$ cat src/rtl/tbtap_pkg.sv
package tbtap_pkg;
   // How the period code is assembled from the control word.
   typedef enum logic {
      TAP_CODE_BASIC    = 1'b0,  // only the 2-bit basic field
      TAP_CODE_EXTENDED = 1'b1   // extension field concatenated above it
   } tap_code_mode_e;

   localparam int unsigned TBTAP_FP_W  = 2;
   localparam int unsigned TBTAP_EXT_W = 4;
endpackage

$ cat src/rtl/tbtap_index.sv
module tbtap_index
   import tbtap_pkg::*;
#(
   parameter int unsigned    TB_W  = 64,
   parameter int unsigned    FP_W  = TBTAP_FP_W,
   parameter int unsigned    EXT_W = TBTAP_EXT_W,
   parameter tap_code_mode_e MODE  = TAP_CODE_EXTENDED,
   parameter int unsigned    IDX_W = $clog2(TB_W)
) (
   input  logic [FP_W-1:0]  fp_code,
   input  logic [EXT_W-1:0] ext_code,
   output logic [IDX_W-1:0] tap_idx
);
   localparam int unsigned CODE_W = FP_W + EXT_W;
   localparam logic [IDX_W-1:0] TOP_IDX = IDX_W'(TB_W - 1);

   logic [CODE_W-1:0] code;

   if (CODE_W > IDX_W) begin : g_bad_code
      $error("period code wider than time-base index");
   end

   if (MODE == TAP_CODE_EXTENDED) begin : g_ext
      assign code = {ext_code, fp_code};
   end else begin : g_basic
      logic ext_unused;
      assign ext_unused = ^ext_code;
      assign code = {{EXT_W{ext_unused & 1'b0}}, fp_code};
   end

   assign tap_idx = TOP_IDX - IDX_W'(code);
endmodule

$ cat src/rtl/tbtap_edge.sv
module tbtap_edge #(
   parameter int unsigned TB_W  = 64,
   parameter int unsigned IDX_W = $clog2(TB_W)
) (
   input  logic             clk,
   input  logic             rst_n,
   input  logic [TB_W-1:0]  tbase_i,
   input  logic [IDX_W-1:0] cur_idx,
   input  logic             load,
   input  logic [IDX_W-1:0] load_idx,
   output logic             tap_bit,
   output logic             evt
);
   logic prev_q;
   logic vld_q;

   assign tap_bit = tbase_i[cur_idx];
   assign evt     = vld_q & ~prev_q & tap_bit;

   always_ff @(posedge clk) begin
      if (!rst_n) begin
         prev_q <= 1'b0;
         vld_q  <= 1'b0;
      end else begin
         vld_q  <= 1'b1;
         // a retarget takes its history from the newly selected bit
         prev_q <= load ? tbase_i[load_idx] : tap_bit;
      end
   end
endmodule

$ cat src/rtl/tbtap_status.sv
module tbtap_status #(
   parameter int unsigned CW      = 32,
   parameter int unsigned EVT_BIT = 26
) (
   input  logic          clk,
   input  logic          rst_n,
   input  logic          evt,
   input  logic          we,
   input  logic [CW-1:0] wmask,
   output logic [CW-1:0] sts_q
);
   logic [CW-1:0] set_vec;
   logic [CW-1:0] clr_vec;

   always_comb begin
      set_vec          = '0;
      set_vec[EVT_BIT] = evt;
      clr_vec          = we ? wmask : '0;
   end

   always_ff @(posedge clk) begin
      if (!rst_n) sts_q <= '0;
      else        sts_q <= (sts_q & ~clr_vec) | set_vec;  // set wins
   end
endmodule

$ cat src/rtl/tbtap_interval_timer.sv
module tbtap_interval_timer
   import tbtap_pkg::*;
#(
   parameter int unsigned    TB_W    = 64,
   parameter int unsigned    CW      = 32,
   parameter int unsigned    FP_LSB  = 24,
   parameter int unsigned    EXT_LSB = 13,
   parameter int unsigned    EN_BIT  = 23,
   parameter int unsigned    EVT_BIT = 26,
   parameter tap_code_mode_e MODE    = TAP_CODE_EXTENDED
) (
   input  logic          clk,
   input  logic          rst_n,
   input  logic [63:0]   tbase_i,
   input  logic          ctl_we_i,
   input  logic [31:0]   ctl_wdata_i,
   input  logic          sts_we_i,
   input  logic [31:0]   sts_wdata_i,
   output logic [31:0]   ctl_o,
   output logic [31:0]   sts_o,
   output logic          irq_o
);
   localparam int unsigned IDX_W = $clog2(TB_W);
   localparam int unsigned FP_W  = TBTAP_FP_W;
   localparam int unsigned EXT_W = TBTAP_EXT_W;

   if (TB_W != 64 || CW != 32) begin : g_bad_width
      $error("port widths fixed at 64-bit time base and 32-bit words");
   end
   if (FP_LSB + FP_W > CW || EXT_LSB + EXT_W > CW || EN_BIT >= CW || EVT_BIT >= CW) begin : g_bad_field
      $error("control or status field outside the word");
   end

   logic [CW-1:0]    ctl_q;
   logic [IDX_W-1:0] idx_cur;
   logic [IDX_W-1:0] idx_new;
   logic             tap_now;
   logic             evt_pulse;
   logic [CW-1:0]    sts_q;

   always_ff @(posedge clk) begin
      if (!rst_n)        ctl_q <= '0;
      else if (ctl_we_i) ctl_q <= ctl_wdata_i;
   end

   tbtap_index #(.TB_W(TB_W), .FP_W(FP_W), .EXT_W(EXT_W), .MODE(MODE), .IDX_W(IDX_W)) u_idx_cur (
      .fp_code  (ctl_q[FP_LSB +: FP_W]),
      .ext_code (ctl_q[EXT_LSB +: EXT_W]),
      .tap_idx  (idx_cur)
   );

   tbtap_index #(.TB_W(TB_W), .FP_W(FP_W), .EXT_W(EXT_W), .MODE(MODE), .IDX_W(IDX_W)) u_idx_new (
      .fp_code  (ctl_wdata_i[FP_LSB +: FP_W]),
      .ext_code (ctl_wdata_i[EXT_LSB +: EXT_W]),
      .tap_idx  (idx_new)
   );

   tbtap_edge #(.TB_W(TB_W), .IDX_W(IDX_W)) u_edge (
      .clk      (clk),
      .rst_n    (rst_n),
      .tbase_i  (tbase_i),
      .cur_idx  (idx_cur),
      .load     (ctl_we_i),
      .load_idx (idx_new),
      .tap_bit  (tap_now),
      .evt      (evt_pulse)
   );

   tbtap_status #(.CW(CW), .EVT_BIT(EVT_BIT)) u_sts (
      .clk   (clk),
      .rst_n (rst_n),
      .evt   (evt_pulse),
      .we    (sts_we_i),
      .wmask (sts_wdata_i),
      .sts_q (sts_q)
   );

   assign ctl_o = ctl_q;
   assign sts_o = sts_q;
   assign irq_o = sts_q[EVT_BIT] & ctl_q[EN_BIT];
endmodule

$ cat config.mk
export PLATFORM = sky130hd
export DESIGN_NAME = tbtap_interval_timer
export DESIGN_NICKNAME = d
export VERILOG_FILES = /design/src/rtl/tbtap_pkg.sv /design/src/rtl/tbtap_index.sv /design/src/rtl/tbtap_edge.sv /design/src/rtl/tbtap_status.sv /design/src/rtl/tbtap_interval_timer.sv
export SDC_FILE = /design/constraint.sdc
export NUM_CORES = 1
export LEC_CHECK = 0
export BUFFER_PORTS_ARGS = -buffer_cell sky130_fd_sc_hd__buf_4
export CAP_MARGIN = 20
export CORE_UTILIZATION = 47
export DETAILED_ROUTE_END_ITERATION = 8
export GPL_TIMING_DRIVEN = 0
export PLACE_DENSITY = 0.86
export SLEW_MARGIN = 40
export SYNTH_ARGS = -nofsm -noshare
export SYNTH_HDL_FRONTEND = slang
export SYNTH_SLANG_ARGS = --single-unit
$ cat constraint.sdc
create_clock -name clk -period 4.1 [get_ports clk]
set_input_delay 0.41 -clock clk [delete_from_list [all_inputs] [get_ports clk]]
set_output_delay 0.41 -clock clk [all_outputs]
set_load 0.01 [all_outputs]
==> summary.md, run 1 <==
| Metric | Value |
|---|---|
| Post-Syn Nets | 436 |
| Failing checks | DRC |
| Synth Cell Area | 3280 µm² |
| Post-route ant nets | 0 |
| Crit-path cells | buf_4 > buf_6 > mux4_2 > mux2i_1 > a22oi_1 > a221oi_1 > a2111oi_2 |
| Finished Core Util | 74.7% |
| Largest net degree at the start of global routing | 12 |
| Top cell type by total area after synthesis | dfxtp_1 |
| Post-synthesis cell count | 304 |
| Layout cells sized above 1 | 48.0% |
| CTS tree | built |
| Layout area overhead | 53.9% |
| CTS clk-pin slew, worst paths | 0.07 ns |
| Internal | 1220 µW |
| Antenna cells | 0 |
| Status | finished with violations |
| Hold crit path type | input port to flop |
| Num ports | 197 |
| Clk_lat worst skew | 0.33 ns |
| DRT iter0 DRCs | 136 |
| RSZ-0062 raised after global routing | no |
| Cell variety after synth | 23 |
| Clk sinks | 66 |
| Placer Congestion | 0.867 |
| Die Y-Extent | 85.6 µm |
| P_sw | 395 µW |
| Register area share after synthesis | 40.3% |
| Max incr delay on CP | 0.52 ns |
| Fin Setup TNS | 0 ns |
| Initial antenna violation count | 0 |
| Pwr/cell area | 319 nW/µm² |
| Max-Cap Viols | 0 |
| Reg power frac | 41.9% |
| Post-Route WL | 10.0 mm |
| Maximum root-to-sink buffer count | 2 |
| Leakage | 0.00238 µW |
| Worst VDD drop | 0.261 mV |
| Buffers on Ports | 193 |
| Vias in the first global route | 3,185 |
| Routed wire per std cell | 16.9 µm |
| Setup violators final | 0 |
| Clk pwr share | 37.4% |
| WP buf/inv | 2 |
| Max-slew headroom | 47.6% |
| FMAX | 446 MHz |
| Row count | 30 |
| Die area | 7320 µm² |
| Die W | 85.6 µm |
| Total GRT Usage | 26.8% |
| Layout Nets | 640 |
| Area contributors post-synth | dfxtp_1 (40%), mux4_2 (19%), mux2i_1 (18%) |
| Number of buffers created by CTS | 9 |
| Hold-fix buffers, CTS | 0 |
| Worst path arrival time | 2.44 ns |
| DRT Pass-1 Iters | 6 |
| Setup Fix Bufs, Post-CTS | 0 |
| WP data required | 4.29 ns |
| # H-tree levels | 3 |
| Fin. Hold Viols | 0 |
| First-pass GRT wire length | 15.0 mm |
| Minimum clock period | 2.24 ns |
| Logic pwr share | 20.7% |
| Crit path max-delay cell type | mux4_2 |
| Via/cell ratio | 5.38 |
| Crit Path Max Fanout | 10 |
| Root Driver | clkbuf_8 |
| Cell family with most CP delay | multiplexers |
| Worst Setup Start Kind | flop |
| Core Region | 6760 µm² |
| Sw Ratio | 24.5% |
| Post-synth top area share | 40.3% |
| Place WS | 1.89 ns |
| Hpwl dp | 8.05 mm |
| Final period utilization | 54.7% |
| GRT overflow | 0 |
| Worst setup margin | 1.86 ns |
| Clock skew | 0.00876 ns |
| PostCTS Resize Cnt | 0 |
| Synth Warn # | 0 |
| Slew Limit Fails | 0 |
| Residual DRC | 1 |
| Least-Margin Pin Slew | 0.786 ns |
| DR vias | 3,189 |
| Initial Util | 48.6% |
| CP Capture Type | flop |
| Fill cells | 497 |
| Average size of a mapped cell | 10.8 µm² |
| Crit Path Class | flop to flop |
| Yosys reg bits | 66 |
==> worst register-to-register path, cell delays in order (launching register included) <==
cell and delay, ns:
dfxtp_1 0.34, buf_4 0.18, buf_6 0.20, mux4_2 0.53
mux2i_1 0.28, a22oi_1 0.14, a221oi_1 0.36, a2111oi_2 0.08
==> flip-flops by register name, summed over array words and instances (netlist names) <==
name / cells
ctl_o: 32
u_sts.sts_q: 32
u_edge.prev_q: 1
u_edge.vld_q: 1
==> cells in the final DEF (no fill, tap or decap), drive strengths merged, types with 3 or more instances in the layout <==
cell / synthesis / routed
inv: 4 / 4
nand3: 3 / 3
a21oi: 31 / 31
a22oi: 4 / 4
a221oi: 3 / 3
mux4: 28 / 28
buf: 10 / 203
nor2: 34 / 34
clkbuf: 14 / 25
mux2i: 60 / 60
nor2b: 4 / 4
dfxtp: 66 / 66
nand2: 37 / 37
==> power groups by stage <==
stage	combinational, µW	clock [µW]	sequential (µW)
floorplan	157	0	697
global placement	324	0	689
detailed placement	334	0	690
CTS	335	613	676
global route	358	637	678
finish	334	604	676
==> kinds of logic (layout without fill, tap and decap cells) <==
| group | count (synthesis) | in the layout | share of synthesized area (%) |
|---|---|---|---|
| flops | 66 | 66 | 40.3 |
| buf+inv | 28 | 237 | 4.84 |
| compound gates | 42 | 42 | 7.66 |
| mux | 88 | 88 | 37.5 |
| simple gates | 80 | 80 | 9.72 |
==> layer usage <==
layer  track usage [%]  vias up  part of all wire, %
li1                  -     1512                    -
met3              7.51       35                  7.5
met4              13.0        0                  3.4
met2              48.0      164                   53
met5                 0        -                    0
met1              29.2     1478                   36
==> final cells by class <==
cell class	instances	area (µm²)	share of cell area, %
buffer	24	144	2.85
clock buffer	11	141	2.80
clock inverter	5	77.6	1.54
inverter	4	15.0	0.297
multi-input combinational	210	1800	35.7
sequential	66	1320	26.2
tap	80	100	1.98
timing repair buffer	193	1450	28.7
==> final timing paths <==
path                  from  slack (ns)         endpoint  cells after the start
min                  rst_n        0.19     u_edge.vld_q                      1
max              ctl_o[24]        1.86    u_edge.prev_q                      7
min reg2reg  u_edge.prev_q        0.41  u_sts.sts_q[26]                      1
max reg2reg      ctl_o[24]        1.86    u_edge.prev_q                      7
==> synthesized netlist by cell type <==
library cell and n:
a311oi_1 1, nor2b_1 4, buf_4 2, mux2i_1 60, o31ai_1 1, clkbuf_1 14, mux4_2 28, buf_12 1
nand2_1 37, a221oi_1 3, inv_1 4, buf_2 3, buf_1 1, dfxtp_1 66, nor2_1 34, a41oi_1 1
nand3_1 3, a2111oi_2 1, and2_1 2, a22oi_1 4, a21oi_1 31, buf_8 1, buf_6 2
==> per-stage QoR <==
stage	total power (µW)	std cells	cell area, µm²	hold WS, ns
after floorplan	854	304	3280	0.394
after global placement	1010	577	4830	0.410
after detailed placement	1020	577	4830	0.417
after CTS	1620	593	5050	0.178
after global routing	1670	593	5050	0.178
final	1610	593	5050	0.192
(Power assumes the default switching activity.)
==> inputs of run 2 (changes only) <==
ABC_AREA = 1   (was unset)
CORE_UTILIZATION = 40   (was 47)
PLACE_DENSITY = 0.77   (was 0.86)
clock period = 2 ns   (was 4.1 ns; I/O delays follow)
==> run 2 against run 1 <==
  * The flow now finishes without violations
  * Clock power increased by 130%
  * Critical path type unchanged
  * Synthesized cell count grew 81%
  * Register-to-register slack worse by 1.5 ns
  * Highest routed layer unchanged
  * Maximum frequency up 36%
==> summary.md, run 2 <==
| Metric | Value |
|---|---|
| Status | completed (was finished with violations) |
| WP data required | 2.23 ns (was 4.29 ns) |
| Synth Warn # | 0 (unchanged) |
| Core Region | 8340 µm² (was 6760 µm²) |
| Root Driver | clkbuf_8 (unchanged) |
| Most common cell after layout, fill and taps aside | buf_4 (unchanged) |
| Placer Congestion | 0.940 (was 0.867) |
| Setup Fix Bufs, Post-CTS | 0 (unchanged) |
| Register area share after synthesis | 37.9% (was 40.3%) |
| Total GRT Usage | 28.4% (was 26.8%) |
| Worst Setup Start Kind | flop (unchanged) |
| Layout cells sized above 1 | 31.1% (was 48.0%) |
| Slew Limit Fails | 0 (unchanged) |
| Post-route ant nets | 0 (unchanged) |
| Setup violators final | 0 (unchanged) |
| First-pass GRT wire length | 19.9 mm (was 15.0 mm) |
| Minimum clock period | 1.65 ns (was 2.24 ns) |
| Post-Syn Nets | 681 (was 436) |
| Worst VDD drop | 0.577 mV (was 0.261 mV) |
| Post-Route WL | 13.1 mm (was 10.0 mm) |
| Average size of a mapped cell | 6.36 µm² (was 10.8 µm²) |
| Post-synth top area share | 37.9% (was 40.3%) |
| Worst Setup SP | ctl_o[25] (was ctl_o[24]) |
| FMAX | 607 MHz (was 446 MHz) |
| Clk sinks | 66 (unchanged) |
| Die W | 95.4 µm (was 85.6 µm) |
| Worst path arrival time | 1.87 ns (was 2.44 ns) |
| Initial antenna violation count | 0 (unchanged) |
| Commonest cells after routing, fill and taps aside | buf_4 (198), nand2_1 (195), nand3_1 (106), dfxtp_1 (66), nor2_1 (56) (was buf_4 (195), dfxtp_1 (66), mux2i_1 (60), nand2_1 (37), nor2_1 (34)) |
| Largest net degree at the start of global routing | 14 (was 12) |
| Most used DFF post-synth | dfxtp_1 (unchanged) |
| Hpwl dp | 10.0 mm (was 8.05 mm) |
| Crit Path Max Fanout | 10 (unchanged) |
| Antenna cells | 0 (unchanged) |
| Layout Nets | 885 (was 640) |
| Async SR Flop Fraction | 0% (unchanged) |
| Reg area | 1320 µm² (unchanged) |
| Clk_lat worst skew | 0.33 ns (about the same) |
| Crit Path Class | flop to flop (unchanged) |
| DRT iter0 DRCs | 209 (was 136) |
| Residual DRC | 0 (was 1) |
| Synth Cell Area | 3490 µm² (was 3280 µm²) |
| Leakage | 0.00267 µW (was 0.00238 µW) |
| Hold crit path type | input port to flop (unchanged) |
| GRT overflow | 0 (unchanged) |
| CTS tree | built (unchanged) |
| Layout area overhead | 52.5% (was 53.9%) |
| Max-Cap Viols | 0 (unchanged) |
| Hold_sp | sts_wdata_i[0] (was rst_n) |
| Yosys reg bits | 66 (unchanged) |
| CP Capture Type | flop (unchanged) |
| Clock skew | 0.00615 ns (was 0.00876 ns) |
| Max-slew headroom | 68.1% (was 47.6%) |
| Pwr/cell area | 672 nW/µm² (was 319 nW/µm²) |
| Fin. Hold Viols | 0 (unchanged) |
| Post-synthesis cell count | 549 (was 304) |
| DR vias | 4,413 (was 3,189) |
| Most frequent cell after synthesis | nand2_1 (was dfxtp_1) |
| Number of synthesized flops with an enable pin | 0 (unchanged) |
| Via/cell ratio | 5.11 (was 5.38) |
| Final period utilization | 82.3% (was 54.7%) |
| Fin Setup TNS | 0 ns (unchanged) |
| Initial Util | 41.8% (was 48.6%) |
| Die area | 9100 µm² (was 7320 µm²) |
| RSZ-0062 raised after global routing | no (unchanged) |
| Num ports | 197 (unchanged) |
| Routed wire per std cell | 15.2 µm (was 16.9 µm) |
| Maximum root-to-sink buffer count | 2 (unchanged) |
| Total power | 3570 µW (was 1610 µW) |
| DRT Pass-1 Iters | 5 (was 6) |
| Die Y-Extent | 95.4 µm (was 85.6 µm) |
| Vias in the first global route | 4,337 (was 3,185) |
| CTS clk-pin slew, worst paths | 0.08 ns (was 0.07 ns) |
| Number of buffers created by CTS | 9 (unchanged) |
| Crit Reg-Reg Startpoint | ctl_o[25] (was ctl_o[24]) |
| Area contributors post-synth | dfxtp_1 (38%), nand2_1 (21%), nand3_1 (15%) (was dfxtp_1 (40%), mux4_2 (19%), mux2i_1 (18%)) |
| Row count | 33 (was 30) |
| Cell variety after synth | 20 (was 23) |
| Area of the multi-input gates | 1840 µm² (was 1800 µm²) |
| PostCTS Resize Cnt | 0 (unchanged) |
| Hold-fix buffers, CTS | 1 (was 0) |
| Least-Margin Pin Slew | 0.479 ns (was 0.786 ns) |
| Top cell type by total area after synthesis | dfxtp_1 (unchanged) |
| Fill cells | 783 (was 497) |
| Post-synth top cells | nand2_1 (195), nand3_1 (106), dfxtp_1 (66) (was dfxtp_1 (66), mux2i_1 (60), nand2_1 (37)) |
| # H-tree levels | 3 (unchanged) |
| Buffers on Ports | 192 (was 193) |
==> run 2: path summary, 6_finish.rpt <==
check / endpoint / cells past startpoint / slack, ns
min: u_sts.sts_q[0] / 2 / 0.02
max reg2reg: u_edge.prev_q / 11 / 0.35
max: u_edge.prev_q / 11 / 0.35
min reg2reg: u_sts.sts_q[30] / 2 / 0.43
==> run 2: logic make-up (layout without fill, tap and decap cells) <==
kind of cell           Yosys count  count (layout)  share of synthesized area, %
and+or+nand+nor                357             357                          42.2
buffers and inverters           53             262                          9.29
AOI/OAI and AO/OA               73              73                          10.6
DFF                             66              66                          37.9
==> run 2: power breakdown <==
| group | total, µW | switching (µW) | internal (µW) |
|---|---|---|---|
| logic | 802 | 416 | 385 |
| clock network | 1380 | 538 | 839 |
| registers | 1400 | 31.3 | 1360 |
==> run 2: per-layer routing <==
metal / global-route usage [%] / share of wire (%)
met1: 32.6 / 39
met3: 6.38 / 10
met4: 12.6 / 2.4
met2: 50.1 / 48
met5: 0 / 0
==> run 2: layout make-up <==
cell class                      instances  area share (%)
Sequential cell                        66            24.8
Clock buffer                            9            2.33
Inverter                               15            1.25
Clock inverter                          7            2.33
Multi-Input combinational cell        430            34.7
Buffer                                 38            4.84
Timing Repair Buffer                  193            27.3
Tap cell                              105            2.47
==> run 2: critical path, stage by stage, from the launching register on <==
cell and delay (ns):
dfxtp_1 0.35, buf_4 0.20, buf_2 0.28, nand3_1 0.12, nand3_1 0.10, nand2_1 0.08
nand2_1 0.06, nand3_1 0.07, nand3_1 0.07, nand2_1 0.07, nor2_1 0.08, nor2_1 0.06
==> run 2: per-stage QoR <==
| stage | setup slack, ns | cell area [µm²] | std cells | hold WS (ns) | util [%] |
|---|---|---|---|---|---|
| detailed placement | 0.353 | 5060 | 846 | 0.315 | 60.7 |
| global placement | 0.377 | 5060 | 846 | 0.313 | 60.7 |
| finish | 0.354 | 5320 | 863 | 0.0244 | 63.8 |
| global route | 0.196 | 5320 | 863 | 0.00857 | 63.8 |
| floorplan | 0.612 | 3490 | 549 | 0.228 | - |
| CTS | 0.316 | 5320 | 863 | 0.0121 | 63.8 |
==> inputs of run 3 (changes only) <==
CORE_UTILIZATION = 45   (was 40)
PLACE_DENSITY = 0.81   (was 0.77)
clock period = 1.6 ns   (was 2 ns; I/O delays follow)
==> run 3 against run 2 <==
  * Core utilization up 14 points
  * Largest power group unchanged
  * Power up 25%
  * Global-route usage up 7.2 points
  * Cell count up 3.6%
  * Largest cell class is now buffers
  * Non-clock buffer count up 37
  * Sequential power up 25%
  * Highest routed layer unchanged
  * Critical path depth down 1
==> summary.md, run 3 (synthesized netlist as in run 2, its figures left out) <==
| Metric | Value |
|---|---|
| Buffers on Ports | 192 (unchanged) |
| DR WL met2 | 7.42 mm (was 6.34 mm) |
| Layout cells sized above 1 | 32.8% (was 31.1%) |
| Commonest cells after routing, fill and taps aside | buf_4 (203), nand2_1 (188), nand3_1 (99), dfxtp_1 (64), nor2_1 (56) (was buf_4 (198), nand2_1 (195), nand3_1 (106), dfxtp_1 (66), nor2_1 (56)) |
| Status | completed (unchanged) |
| CP Capture Type | flop (unchanged) |
| Leakage | 0.00287 µW (was 0.00267 µW) |
| Total GRT Usage | 35.5% (was 28.4%) |
| Placer Congestion | 0.938 (was 0.940) |
| Hold crit path type | input port to flop (unchanged) |
| DRT iter0 DRCs | 476 (was 209) |
| Layout area overhead | 65.3% (was 52.5%) |
| CTS tree | built (unchanged) |
| Pwr/cell area | 776 nW/µm² (was 672 nW/µm²) |
| Met3 routed WL | 1.55 mm (was 1.34 mm) |
| DRT Pass-1 Iters | 7 (was 5) |
| GRT overflow | 0 (unchanged) |
| Max-Cap Viols | 0 (unchanged) |
| Post-Route WL | 14.9 mm (was 13.1 mm) |
| Vias in the first global route | 4,767 (was 4,337) |
| Antenna cells | 0 (unchanged) |
| Via/cell ratio | 5.40 (was 5.11) |
| Maximum root-to-sink buffer count | 2 (unchanged) |
| Minimum clock period | 1.56 ns (was 1.65 ns) |
| Setup violators final | 0 (unchanged) |
| Largest net degree at the start of global routing | 13 (was 14) |
| Num ports | 197 (unchanged) |
| Initial Util | 47.4% (was 41.8%) |
| Worst path arrival time | 1.79 ns (was 1.87 ns) |
| Number of buffers created by CTS | 9 (unchanged) |
| Worst Setup Start Kind | flop (unchanged) |
| Clk_lat worst skew | 0.34 ns (was 0.33 ns) |
| Hpwl dp | 9.73 mm (was 10.0 mm) |
| WP data required | 1.84 ns (was 2.23 ns) |
| Most common cell after layout, fill and taps aside | buf_4 (unchanged) |
| Post-route ant nets | 0 (unchanged) |
| Crit Path Class | flop to flop (unchanged) |
| Clk sinks | 66 (unchanged) |
| Routed wire per std cell | 16.7 µm (was 15.2 µm) |
| CTS clk-pin slew, worst paths | 0.08 ns (about the same) |
| Core Region | 7370 µm² (was 8340 µm²) |
| Row count | 31 (was 33) |
| Die W | 90.1 µm (was 95.4 µm) |
| Residual DRC | 0 (unchanged) |
| Worst VDD drop | 0.611 mV (was 0.577 mV) |
| RSZ-0062 raised after global routing | yes (was no) |
| Crit Path Max Fanout | 10 (unchanged) |
| Layout Nets | 922 (was 885) |
| Initial antenna violation count | 0 (unchanged) |
| Clock skew | 0.00157 ns (was 0.00615 ns) |
| WHS | 0.0323 ns (was 0.0244 ns) |
| Slew Limit Fails | 0 (unchanged) |
| M1 wire length | 5.37 mm (was 5.13 mm) |
| Final period utilization | 97.2% (was 82.3%) |
| Fin. Hold Viols | 0 (unchanged) |
| Max layer used | met4 (unchanged) |
| DR vias | 4,828 (was 4,413) |
| Die area | 8110 µm² (was 9100 µm²) |
| FMAX | 643 MHz (was 607 MHz) |
| Least-Margin Pin Slew | 0.474 ns (was 0.479 ns) |
| # H-tree levels | 3 (unchanged) |
| Total power | 4470 µW (was 3570 µW) |
| Die Y-Extent | 90.1 µm (was 95.4 µm) |
| Root Driver | clkbuf_8 (unchanged) |
| Max-slew headroom | 68.4% (was 68.1%) |
| First-pass GRT wire length | 22.9 mm (was 19.9 mm) |
[run 3: cell count changes in the layout (fill, tap and decap cells not counted), moves of 2 or more]
| cell | delta |
|---|---|
| buf_4 | +5 |
| clkbuf_2 | +3 |
| buf_2 | -2 |
| nand3_1 | -7 |
| nand3_2 | +7 |
| nand2_2 | +7 |
| dfxtp_2 | +2 |
| dfxtp_1 | -2 |
| clkbuf_1 | -3 |
| nand2_1 | -7 |
| buf_8 | +2 |
| dlygate4sd3_1 | +31 |
| clkbuf_16 | +2 |
[run 3: final timing paths]
kind,from,to,slack [ns],depth (start not counted)
worst max register to register,ctl_o[13],u_edge.prev_q,0.04,10
worst min-delay path,sts_we_i,u_sts.sts_q[22],0.03,2
worst max-delay path,ctl_o[13],u_edge.prev_q,0.04,10
worst min register to register,u_sts.sts_q[8],u_sts.sts_q[8],0.44,2
[run 3: cell type report]
| cell class | instances | area [µm²] |
|---|---|---|
| tap | 99 | 124 |
| fill | 535 | 1600 |
| inverter | 15 | 77.6 |
| clock inverter | 5 | 86.3 |
| multi-input combinational | 430 | 1900 |
| clock buffer | 11 | 131 |
| timing repair buffer | 231 | 1850 |
| sequential | 66 | 1320 |
| buffer | 37 | 278 |
[run 3: what timing repair did]
action,4_1_cts,5_1_grt
pin swaps,0,10
hold buffers,32,0
resized for setup,1,32
setup endpoints to repair,2,47
endpoints found under the hold margin,32,0
setup buffers,0,5
gates cloned,0,2
[run 3: power breakdown]
part           total [µW]  leakage [µW]  switching, µW  internal [µW]
logic                1150       0.00222            579            573
registers            1750      0.000541           42.8           1710
clock network        1570      0.000108            683            891
total                4470       0.00287           1300           3170
[run 3: per-stage QoR]
step,worst slack (ns),setup TNS [ns],cells,util (%),instance area (µm²)
finish,0.0441,0,894,78.3,5770
global placement,0.00688,0,840,68.6,5050
floorplan,0.212,0,549,-,3490
global route,-0.0499,-0.0891,894,78.3,5770
CTS,0.00293,0,888,75.9,5600
detailed placement,0.00177,0,840,68.6,5050
[run 3: critical path: stages, from the launching register on]
cell	delay, ns
dfxtp_1	0.37
buf_6	0.18
clkinvlp_4	0.24
nand3_1	0.15
nand2_1	0.08
nand2_1	0.08
nand3_2	0.09
nand3_2	0.07
nand2_2	0.06
nor2_1	0.08
nor2_1	0.05
[run 3: layer usage]
layer	GRT usage, %	vias to the layer above
met5	0	-
met4	18.7	0
met2	64.6	343
met3	8.80	55
li1	-	2270
met1	37.7	2160
